`config.mk`:
```
export PLATFORM = sky130hd
export DESIGN_NAME = simd_half_alu
export DESIGN_NICKNAME = d
export VERILOG_FILES = /design/src/rtl/simd_half_pkg.sv /design/src/rtl/simd_uh_lane.sv /design/src/rtl/simd_halve_lane.sv /design/src/rtl/simd_half_alu.sv
export SDC_FILE = /design/constraint.sdc
export NUM_CORES = 1
export LEC_CHECK = 0
export BUFFER_PORTS_ARGS = -buffer_cell sky130_fd_sc_hd__buf_4
export CAP_MARGIN = 25
export CELL_PAD_IN_SITES_DETAIL_PLACEMENT = 1
export CELL_PAD_IN_SITES_GLOBAL_PLACEMENT = 2
export CORE_ASPECT_RATIO = 0.75
export CORE_UTILIZATION = 34
export CTS_BUF_LIST = sky130_fd_sc_hd__clkbuf_8
export CTS_CLUSTER_SIZE = 30
export DETAILED_ROUTE_END_ITERATION = 6
export GPL_TIMING_DRIVEN = 0
export PLACE_DENSITY_LB_ADDON = 0.1
export SLEW_MARGIN = 20
export SYNTH_ARGS = -nofsm -noshare
export SYNTH_HDL_FRONTEND = slang
export SYNTH_SLANG_ARGS = --single-unit
```
`constraint.sdc`:
```
create_clock -name clk -period 7.68 [get_ports clk]
set_input_delay 1.536 -clock clk [delete_from_list [all_inputs] [get_ports clk]]
set_output_delay 1.536 -clock clk [all_outputs]
set_load 0.02 [all_outputs]
```
`src/rtl/simd_half_pkg.sv`:
```
package simd_half_pkg;

    localparam int OP_W   = 4;
    localparam int HALF_W = 16;
    localparam int BYTE_W = 8;

    typedef enum logic [1:0] {
        FAM_UHALF  = 2'd0,
        FAM_UBYTEH = 2'd1,
        FAM_SHALFH = 2'd2,
        FAM_SWORDH = 2'd3
    } family_e;

    typedef struct packed {
        family_e fam;
        logic    sub;
        logic    modf;   // clamp in FAM_UHALF, round elsewhere
    } op_fields_t;

    function automatic op_fields_t decode_op(input logic [OP_W-1:0] code);
        op_fields_t f;
        f.fam  = family_e'(code[3:2]);
        f.sub  = code[1];
        f.modf = code[0];
        return f;
    endfunction

endpackage

```
`src/rtl/simd_uh_lane.sv`:
```
module simd_uh_lane #(
    parameter int W = 16
) (
    input  logic [W-1:0] a,
    input  logic [W-1:0] b,
    input  logic         sub,
    input  logic         clamp,
    output logic [W-1:0] y,
    output logic         ovf
);
    logic [W:0] wide;

    always_comb begin
        if (sub) wide = {1'b0, a} - {1'b0, b};
        else     wide = {1'b0, a} + {1'b0, b};
        // carry out on add, borrow out on subtract
        ovf = wide[W];
        y   = wide[W-1:0];
        if (ovf && clamp) y = sub ? '0 : '1;
    end
endmodule

```
`src/rtl/simd_halve_lane.sv`:
```
module simd_halve_lane #(
    parameter int W      = 8,
    parameter bit SIGNED = 1'b0
) (
    input  logic [W-1:0] a,
    input  logic [W-1:0] b,
    input  logic         sub,
    input  logic         rnd,
    output logic [W-1:0] y
);
    localparam int EW = W + 2;

    logic [EW-1:0] ea, eb, t;
    logic          unused_bits;

    generate
        if (SIGNED) begin : g_sext
            assign ea = {{2{a[W-1]}}, a};
            assign eb = {{2{b[W-1]}}, b};
        end else begin : g_zext
            assign ea = {2'b00, a};
            assign eb = {2'b00, b};
        end
    endgenerate

    always_comb begin
        t = (sub ? (ea - eb) : (ea + eb)) + EW'(rnd);
        y = t[W:1];
    end

    assign unused_bits = ^{t[EW-1], t[0]};
endmodule

```
`src/rtl/simd_half_alu.sv`:
```
module simd_half_alu
    import simd_half_pkg::*;
#(
    parameter int DATA_W = 32
) (
    input  logic              clk,
    input  logic              rst,
    input  logic              in_valid,
    input  logic [OP_W-1:0]   op_code,
    input  logic [DATA_W-1:0] opnd_a,
    input  logic [DATA_W-1:0] opnd_b,
    input  logic              clr_sticky,
    output logic [DATA_W-1:0] result,
    output logic              ovf_pulse,
    output logic              ovf_sticky
);
    localparam int N_HALF = DATA_W / HALF_W;
    localparam int N_BYTE = DATA_W / BYTE_W;

    op_fields_t        dec;
    logic [DATA_W-1:0] uh_y, ub_y, sh_y, sw_y;
    logic [N_HALF-1:0] uh_ovf;
    logic [DATA_W-1:0] nxt_res;
    logic              nxt_ovf;

    assign dec = decode_op(op_code);

    generate
        for (genvar h = 0; h < N_HALF; h++) begin : g_half
            simd_uh_lane #(.W(HALF_W)) u_uh (
                .a     (opnd_a[h*HALF_W +: HALF_W]),
                .b     (opnd_b[h*HALF_W +: HALF_W]),
                .sub   (dec.sub),
                .clamp (dec.modf),
                .y     (uh_y[h*HALF_W +: HALF_W]),
                .ovf   (uh_ovf[h])
            );
            simd_halve_lane #(.W(HALF_W), .SIGNED(1'b1)) u_sh (
                .a   (opnd_a[h*HALF_W +: HALF_W]),
                .b   (opnd_b[h*HALF_W +: HALF_W]),
                .sub (dec.sub),
                .rnd (dec.modf),
                .y   (sh_y[h*HALF_W +: HALF_W])
            );
        end
        for (genvar k = 0; k < N_BYTE; k++) begin : g_byte
            simd_halve_lane #(.W(BYTE_W), .SIGNED(1'b0)) u_ub (
                .a   (opnd_a[k*BYTE_W +: BYTE_W]),
                .b   (opnd_b[k*BYTE_W +: BYTE_W]),
                .sub (dec.sub),
                .rnd (dec.modf),
                .y   (ub_y[k*BYTE_W +: BYTE_W])
            );
        end
    endgenerate

    simd_halve_lane #(.W(DATA_W), .SIGNED(1'b1)) u_sw (
        .a   (opnd_a),
        .b   (opnd_b),
        .sub (dec.sub),
        .rnd (dec.modf),
        .y   (sw_y)
    );

    always_comb begin
        nxt_ovf = 1'b0;
        unique case (dec.fam)
            FAM_UHALF: begin
                nxt_res = uh_y;
                nxt_ovf = |uh_ovf;
            end
            FAM_UBYTEH: nxt_res = ub_y;
            FAM_SHALFH: nxt_res = sh_y;
            default:    nxt_res = sw_y;
        endcase
    end

    always_ff @(posedge clk) begin
        if (rst) begin
            result     <= '0;
            ovf_pulse  <= 1'b0;
            ovf_sticky <= 1'b0;
        end else begin
            ovf_pulse <= in_valid & nxt_ovf;
            if (in_valid) result <= nxt_res;
            if (clr_sticky)               ovf_sticky <= 1'b0;
            else if (in_valid && nxt_ovf) ovf_sticky <= 1'b1;
        end
    end
endmodule

```
==> impl_metrics.yaml, run 1 <==
setup_path:
  slowest_delay_ps: 570
  cp-start-kind: "primary input"
  arrival_ps: 7560
  crit_fanout: 10
  worstPathRequired_ps: 7840
  crit_type: "in -> reg"
  reg2reg_depth: 2
  cp_slowest_cell: "nor4_1"
  crit_path_end_kind: "flop"
  cp_cell_sequence: "clkbuf_1 > clkbuf_2 > clkbuf_2 > buf_2 > clkbuf_1 > nor2_1 > xnor2_1 > ha_1 > buf_6 > nand2_1 > nor2_2 > a21oi_1 > a211oi_1 > o21ai_0 > a211oi_1 > nand4_1 > nor4_1 > xnor2_1 > a21oi_1 > nor3_1"
clock_tree:
  root_buffer: "clkbuf_8"
  cts.sinks: 34
  cts_made_buffers: 5
  cts_hold_buf: 0
  cts_max_level: 2
  path_clk_slew_ps: 70
  cts_tree: "done"
  clk_latency_ps: 290
  cts_resized: 2
  clk_path_buf_depth: 2
  cts_setup_buffers: 0
layout:
  antenna_cells: 0
  drive_gt1_frac: 0.121
  multi_input_area_sq_mm: 0.00709
  syn2layout_area_growth_pct: 14.7
  finalNetCount: 1432
  nFillCells: 3053
  seqCellArea_sq_um: 681
  instances_no_fill: 1585
  final_area_sq_mm: 0.00939
timing:
  slew_headroom: 0.362
  clock-skew-final_ps: 0
  rsz0062_at_grt: "false"
  worst_hold_slack_ps: 456
  slew_viol_final: 0
  post-route-period-util: 0.963
  fmaxAchievable_mhz: 135
  finalSetupViolCount: 0
  tightest_slew_ps: 948
  finalCriticalPeriod_ps: 7400
  finalHoldViolations: 0
synth:
  synth_nets: 1330
  synth-seq-area-share: 0.0831
  syn_area_per_cell_sq_um: 6.93
  ys_ff_latch: 34
  syn-cell-area_sq_mm: 0.00819
  syn_inst: 1182
  yosysUniqueCellTypes: 86
  synth-main-ff-cell: "dfxtp_1"
  async_flop_share: 0
  synth_edf_count: 0
  ys_warn_count: 0
grt:
  antenna_found_initial: 0
  grt_pass1_wl_mm: 51.1
  grt_usage: 0.268
  grt_overflow_total: 0
  grt_pass1_vias: 8633
  grt_max_degree: 11
placement:
  gp_congestion: 0.914
  io_buffers: 95
  dpl_cell_area_sq_mm: 0.00928
  dpl.cell_count: 1577
  dp_hpwl_mm: 28.8
route:
  route.final.wire_length_mm: 33.5
  via_per_inst: 5.78
  dr_total_vias: 9169
  drt-pass1-iter-count: 5
  drc: 0
  drtIter0Drc: 716
  wl_per_cell_microns: 21.1
  drtAntennaViolNets: 0
job:
  maxCapViolations: 0
pwr:
  power_leakage_uw: 0.00383
  p_per_area_mw_per_mm2: 163
  peakVddDrop_mv: 0.0606
floorplanning:
  core_area_sq_mm: 0.0233
  die_w_microns: 181
  start_util: 0.351
  rows: 48
  die_h_microns: 136
  dieArea_sq_mm: 0.0247
  ios: 106
hold_path:
  hold_path.class: "reg -> reg"
  whs_path_depth: 2
run_status:
  outcome: "finished clean"
## report_power, final
part           internal (uW)  switching, uW  leakage, uW
clock                   70.9           64.6    0.0000524
combinational            433            756      0.00350
sequential               198           11.9     0.000282
total                    702            833      0.00383
## path summary, 6_finish.rpt
path / startpoint / slack, ps / to
min reg2reg: ovf_sticky / 460 / ovf_sticky
min: ovf_sticky / 460 / ovf_sticky
max: op_code[1] / 280 / result[26]
max reg2reg: result[28] / 6710 / result[28]
## final cells by class
type | count | share of cell area
buffer | 56 | 0.0266
clock buffer | 6 | 0.00879
clock inverter | 2 | 0.000933
inverter | 50 | 0.0200
multi-input combinational | 1042 | 0.755
sequential | 34 | 0.0725
tap | 300 | 0.0400
timing repair buffer | 95 | 0.0759
## critical path: cells and delay by family
family	cells	cell delay, ps
compound gates	5	1620
simple gates	6	1530
buf+inv	6	2190
fa+ha+maj	1	300
xor+xnor	2	370
## synth_stat cells (4+ instances only)
library cell  instances  share of area
inv_1                49          0.022
dfxtp_1              34          0.083
o22ai_1               6         0.0046
or3_1                 9         0.0069
o31ai_1               4         0.0037
and4_1                5         0.0053
o221ai_1              4         0.0043
nor2b_1              12         0.0092
o21ai_0              60          0.037
nand2_1              86          0.039
xor2_1               53          0.057
and2_1                9         0.0069
nor4_1               12         0.0092
and3_1               13         0.0099
or2_2                 6         0.0046
fa_1                  4         0.0098
o31a_1                6         0.0064
nand2b_1             20          0.015
a21oi_1             113          0.069
o21ai_1               7         0.0043
a211oi_1             46          0.042
nor3b_1              12          0.011
a211o_1               5         0.0053
nand4_1              16          0.012
nor2_1              151          0.069
a311o_1               4         0.0049
nand3b_1              6         0.0055
nand3_1              26          0.016
clkbuf_1             41          0.019
o211ai_1             17          0.016
o21a_1                7         0.0064
a21o_1               20          0.018
nor3_1               30          0.018
buf_2                 7         0.0043
a22oi_1               4         0.0037
a31oi_1               7         0.0053
a221oi_1              4         0.0043
mux2_2                5         0.0069
ha_1                 72           0.11
xnor2_1             107           0.11
mux2i_1              14          0.017
## sequential cells by signal (all words and copies together), names as in the netlist
signal      count
ovf_sticky      1
result         32
ovf_pulse       1
## cells in the final DEF (no fill, tap or decap), types with 8 or more instances in the layout
cell	netlist	layout
a211oi_1	46	46
a21o_1	20	20
a21oi_1	113	113
and2_1	9	9
and3_1	13	13
buf_2	7	8
buf_4	3	98
clkbuf_1	41	39
dfxtp_1	34	34
ha_1	72	72
inv_1	49	50
mux2i_1	14	14
nand2_1	86	86
nand2b_1	20	20
nand3_1	26	26
nand4_1	16	16
nor2_1	151	151
nor2b_1	12	12
nor3_1	30	29
nor3b_1	12	12
nor4_1	12	11
o211ai_1	17	17
o21ai_0	60	60
or3_1	9	9
xnor2_1	107	107
xor2_1	53	52
## per-layer routing
layer | global-route usage | share of wire
met1 | 0.440 | 0.55
met2 | 0.366 | 0.38
met3 | 0.0236 | 0.066
met4 | 0.0485 | 0.0091
met5 | 0 | 0
## kinds of logic after synthesis
kind of cell	Yosys count	synth area share
AND/OR/NAND/NOR	430	0.260
AO/OA/AOI/OAI	357	0.289
adder cells (fa/ha/maj)	76	0.120
flip-flops	34	0.0831
multiplexers	19	0.0240
buffers and inverters	106	0.0529
XOR/XNOR	160	0.171
## stage by stage
step,util,setup slack [ps],power (uW),TNS (ps)
floorplan,-,1550,1010,0
global placement,0.398,-896,1360,-21810
detailed placement,0.398,-803,1370,-19240
CTS,0.402,27.8,1520,0
global route,0.403,28.7,1650,0
finish,0.403,282,1530,0
Note: power is estimated with default switching activity, not from simulation.
==> run 2, diff against run 1 <==
Settings changed: BUFFER_PORTS_ARGS -buffer_cell sky130_fd_sc_hd__buf_4 to -buffer_cell sky130_fd_sc_hd__buf_2, CORE_ASPECT_RATIO 0.75 to default, CORE_MARGIN from default to 2.
==> impl_metrics.yaml, run 2 (same netlist as run 1, synthesis figures left out) <==
run_status:
  outcome: "finished clean"
timing:
  slew_headroom: 0.354
  finalHoldViolations: 0
  setup_tns_ps: 0
  tightest_slew_ps: 961
  slew_viol_final: 0
  rsz0062_at_grt: "false"
  finalCriticalPeriod_ps: 7320
  worst_hold_slack_ps: 453
  post-route-period-util: 0.954
  finalSetupViolCount: 0
  clock-skew-final_ps: 0
  fmaxAchievable_mhz: 137
floorplanning:
  ios: 106
  rows: 56
  core_area_sq_mm: 0.0235
  dieArea_sq_mm: 0.0253
  die_w_microns: 159
  start_util: 0.348
  die_h_microns: 159
layout:
  syn2layout_area_growth_pct: 12.3
  largestRegisters: "result x32, ovf_pulse x1, ovf_sticky x1"
  antenna_cells: 0
  final_area_sq_mm: 0.00919
  nFillCells: 3120
  finalNetCount: 1432
  mostFrequentLayoutCell: "nor2_1"
  mostFrequentLayoutCells: "nor2_1 (151), a21oi_1 (113), xnor2_1 (107)"
  drive_gt1_frac: 0.121
  top_register: "result"
  largest_reg_flops: 32
grt:
  grt_overflow_total: 0
  grt_pass1_vias: 8921
  grt_max_degree: 11
  grt_usage: 0.254
  antenna_found_initial: 0
  grt_pass1_wl_mm: 51.8
setup_path:
  r2r-start: "result[28]"
  r2r_end: "result[28]"
  reg2reg_depth: 2
  crit_start: "op_code[1]"
  crit_type: "in -> reg"
  arrival_ps: 7550
  cp-start-kind: "primary input"
  crit_fanout: 10
  reg2reg_slack_ps: 6750
  worstPathRequired_ps: 7910
  crit_path_end_kind: "flop"
clock_tree:
  root_buffer: "clkbuf_8"
  clk_path_buf_depth: 2
  path_clk_slew_ps: 70
  clk_latency_ps: 300
  cts_tree: "done"
  cts_made_buffers: 5
  cts.sinks: 34
  cts_max_level: 2
  cts_setup_buffers: 0
  cts_hold_buf: 0
route:
  route.final.wire_length_mm: 32.7
  via_per_inst: 5.64
  dr_total_vias: 9052
  drt-pass1-iter-count: 5
  drtAntennaViolNets: 0
  wl_per_cell_microns: 20.4
  drtIter0Drc: 536
  drc: 0
hold_path:
  min_from: "ovf_sticky"
  hold_path.class: "reg -> reg"
  whs_path_depth: 2
  min_to: "ovf_sticky"
pwr:
  peakVddDrop_mv: 0.0874
  p_per_area_mw_per_mm2: 165
  power_leakage_uw: 0.00378
job:
  maxCapViolations: 0
placement:
  dpl_cell_area_sq_mm: 0.00906
  gp_congestion: 0.865
  dp_hpwl_mm: 27.9
  io_buffers: 95
==> run 2: report_power, final <==
part	switching (uW)	internal [uW]
combinational	733	412
clock	68.5	94.4
sequential	10.1	198
total	812	705
==> run 2: stage by stage <==
step	util	total power, uW	std cells	setup WS, ps
2_1_floorplan	-	1010	1182	1550
3_3_place_gp	0.385	1320	1596	-892
3_5_place_dp	0.385	1340	1596	-847
4_1_cts	0.390	1500	1604	244
5_1_grt	0.390	1640	1604	15.4
6_report	0.390	1520	1604	356
==> run 2: what timing repair did <==
item,in CTS,in global routing
pin swaps,0,0
resized for setup,3,7
endpoints found under the setup margin,30,11
==> run 2: final cells by class <==
type	count	area (sq um)	share of cell area
multi-input cells	1042	7090	0.771
flip-flops and latches	34	681	0.0740
inverters	50	188	0.0204
clock inverters	3	37.5	0.00408
well taps	319	399	0.0434
repair buffers	95	475	0.0517
plain buffers	56	251	0.0274
clock buffers	5	68.8	0.00749
==> run 2: worst max-delay path by stage <==
| stage | end | slack, ps |
|---|---|---|
| after floorplan | result[27] | 1550 |
| after global placement | result[26] | -890 |
| after detailed placement | result[26] | -850 |
| after CTS | result[26] | 240 |
| after global routing | result[26] | 20 |
| final | result[26] | 360 |
==> run 2: critical path, cell delays in order <==
cell	delay, ps
clkbuf_1	290
clkbuf_2	430
buf_2	410
buf_2	380
clkbuf_1	470
a21oi_1	110
xnor2_1	190
ha_1	250
clkbuf_1	230
a21oi_1	350
o21ai_0	220
a221o_1	440
o41a_1	330
xor2_1	450
nand4_1	390
nor4_2	560
xnor2_1	190
a21oi_1	110
nor3_1	180
==> run 2: layer usage <==
layer	up-vias	track usage	wire length, microns
met3	19	0.0177	1610
met1	4304	0.390	16800
li1	4495	-	-
met2	234	0.391	13900
met5	-	0	0
met4	0	0.0442	314
==> run 3, diff against run 2 <==
Settings changed: CORE_UTILIZATION 34 to 30, SLEW_MARGIN 20 to 30.
==> impl_metrics.yaml, run 3 (same netlist as run 1, synthesis figures left out) <==
clock_tree:
  cts_max_level: 2
  cts_tree: "done"
  path_clk_slew_ps: 60
  cts_made_buffers: 5
  clk_latency_ps: 280
  cts.sinks: 34
  clk_path_buf_depth: 2
  root_buffer: "clkbuf_8"
route:
  met3_length_mm: 1.08
  route.final.wire_length_mm: 33.7
  wl_per_cell_microns: 20.7
  routed.top_layer: "met4"
  drtAntennaViolNets: 0
  drtIter0Drc: 392
  wl_met1_mm: 18.1
  drt-pass1-iter-count: 5
  drc: 0
  via_per_inst: 5.48
  dr_total_vias: 8917
  route.met2.wl_mm: 14.1
timing:
  rsz0062_at_grt: "false"
  clock-skew-final_ps: 0
  finalHoldViolations: 0
  setup_tns_ps: 0
  slew_headroom: 0.410
  fmaxAchievable_mhz: 136
  finalSetupViolCount: 0
  slew_viol_final: 0
  post-route-period-util: 0.956
  finalCriticalPeriod_ps: 7340
  tightest_slew_ps: 877
floorplanning:
  core_area_sq_mm: 0.0269
  die_w_microns: 169
  die_h_microns: 169
  rows: 60
  start_util: 0.305
  ios: 106
  dieArea_sq_mm: 0.0286
grt:
  grt_max_degree: 11
  grt_pass1_wl_mm: 52.0
  grt_overflow_total: 0
  grt_pass1_vias: 8781
  grt_usage: 0.233
  antenna_found_initial: 0
setup_path:
  r2r-start: "result[28]"
  slowest_delay_ps: 590
  crit_top_cell: "clkbuf_2"
  worstSetupEndpoint: "result[25]"
  arrival_ps: 7500
  worstPathRequired_ps: 7830
  cp_slowest_cell: "nor3_1"
  cp-start-kind: "primary input"
  crit_fanout: 10
  crit_start: "op_code[1]"
  reg2reg_depth: 2
  cp_cell_sequence: "clkbuf_1 > clkbuf_2 > clkbuf_2 > buf_2 > clkbuf_2 > nor2_1 > xnor2_1 > ha_1 > nor2b_1 > o2111ai_1 > a311oi_2 > nor3_1 > o311a_1 > o2111ai_2 > nor4_4 > nand4_1 > xnor2_1 > a211oi_1 > nor3_1"
  reg2reg_slack_ps: 6740
  crit_path_end_kind: "flop"
  crit_type: "in -> reg"
  r2r_end: "result[28]"
layout:
  final_util: 0.344
  top_register: "result"
  largest_reg_flops: 32
  mostFrequentLayoutCells: "nor2_1 (151), a21oi_1 (113), xnor2_1 (107)"
  finalNetCount: 1432
  drive_gt1_frac: 0.123
  mostFrequentLayoutCell: "nor2_1"
  antenna_cells: 0
  syn2layout_area_growth_pct: 12.8
  largestRegisters: "result x32, ovf_pulse x1, ovf_sticky x1"
hold_path:
  hold_path.class: "reg -> reg"
pwr:
  p_per_area_mw_per_mm2: 165
  power_leakage_uw: 0.00379
  peakVddDrop_mv: 0.0767
job:
  maxCapViolations: 0
placement:
  io_buffers: 95
  dp_hpwl_mm: 29.1
  gp_congestion: 0.847
run_status:
  outcome: "finished clean"
==> run 3: stage by stage <==
step	setup slack (ps)	std cells	hold WS, ps	power [uW]	instance area (sq um)
after floorplan	1550	1182	522	1010	8190
after global placement	-1270	1618	438	1340	9090
after detailed placement	-1170	1618	442	1350	9090
after CTS	43.3	1626	452	1510	9210
after global routing	0.444	1626	477	1650	9230
final	335	1626	451	1520	9230
==> run 3: final cells by class <==
class                   count  area (sq um)
inverters                  50           188
well taps                 341           427
clock buffers               5          68.8
repair buffers             95           475
fillers                  3490         17600
clock inverters             3          37.5
multi-input cells        1042          7100
flip-flops and latches     34           681
plain buffers              56           253
==> run 3: worst min path at each step <==
stage / start / end / slack, ps / cells after the start
2_1_floorplan: ovf_sticky / ovf_sticky / 520 / 2
3_3_place_gp: ovf_sticky / ovf_sticky / 440 / 2
3_5_place_dp: ovf_sticky / ovf_sticky / 440 / 2
4_1_cts: ovf_sticky / ovf_sticky / 450 / 2
5_1_grt: ovf_sticky / ovf_sticky / 480 / 2
6_report: ovf_sticky / ovf_sticky / 450 / 2
==> run 3: routing by layer <==
metal	global-route usage	up-vias
met1	0.358	4255
met5	0	-
met2	0.359	159
met3	0.0173	17
met4	0.0372	0
li1	-	4486
==> run 3: timing repair <==
item | 4_1_cts | 5_1_grt
resized for setup | 4 | 8
hold buffers | 0 | 0
pin swaps | 0 | 0
setup endpoints to repair | 32 | 15
buffers inserted | 0 | 0
==> run 3: where the power goes <==
group          internal (uW)  total (uW)  switching (uW)
Combinational            413        1150             741
Sequential               198         208            10.1
Clock                   94.4         159            65.1
==> run 3: critical path: cells and delay by family <==
kind / cells / cell delay, ps
compound gates: 5 / 1680
fa+ha+maj: 1 / 330
buf+inv: 5 / 1880
simple gates: 6 / 1630
xor+xnor: 2 / 410
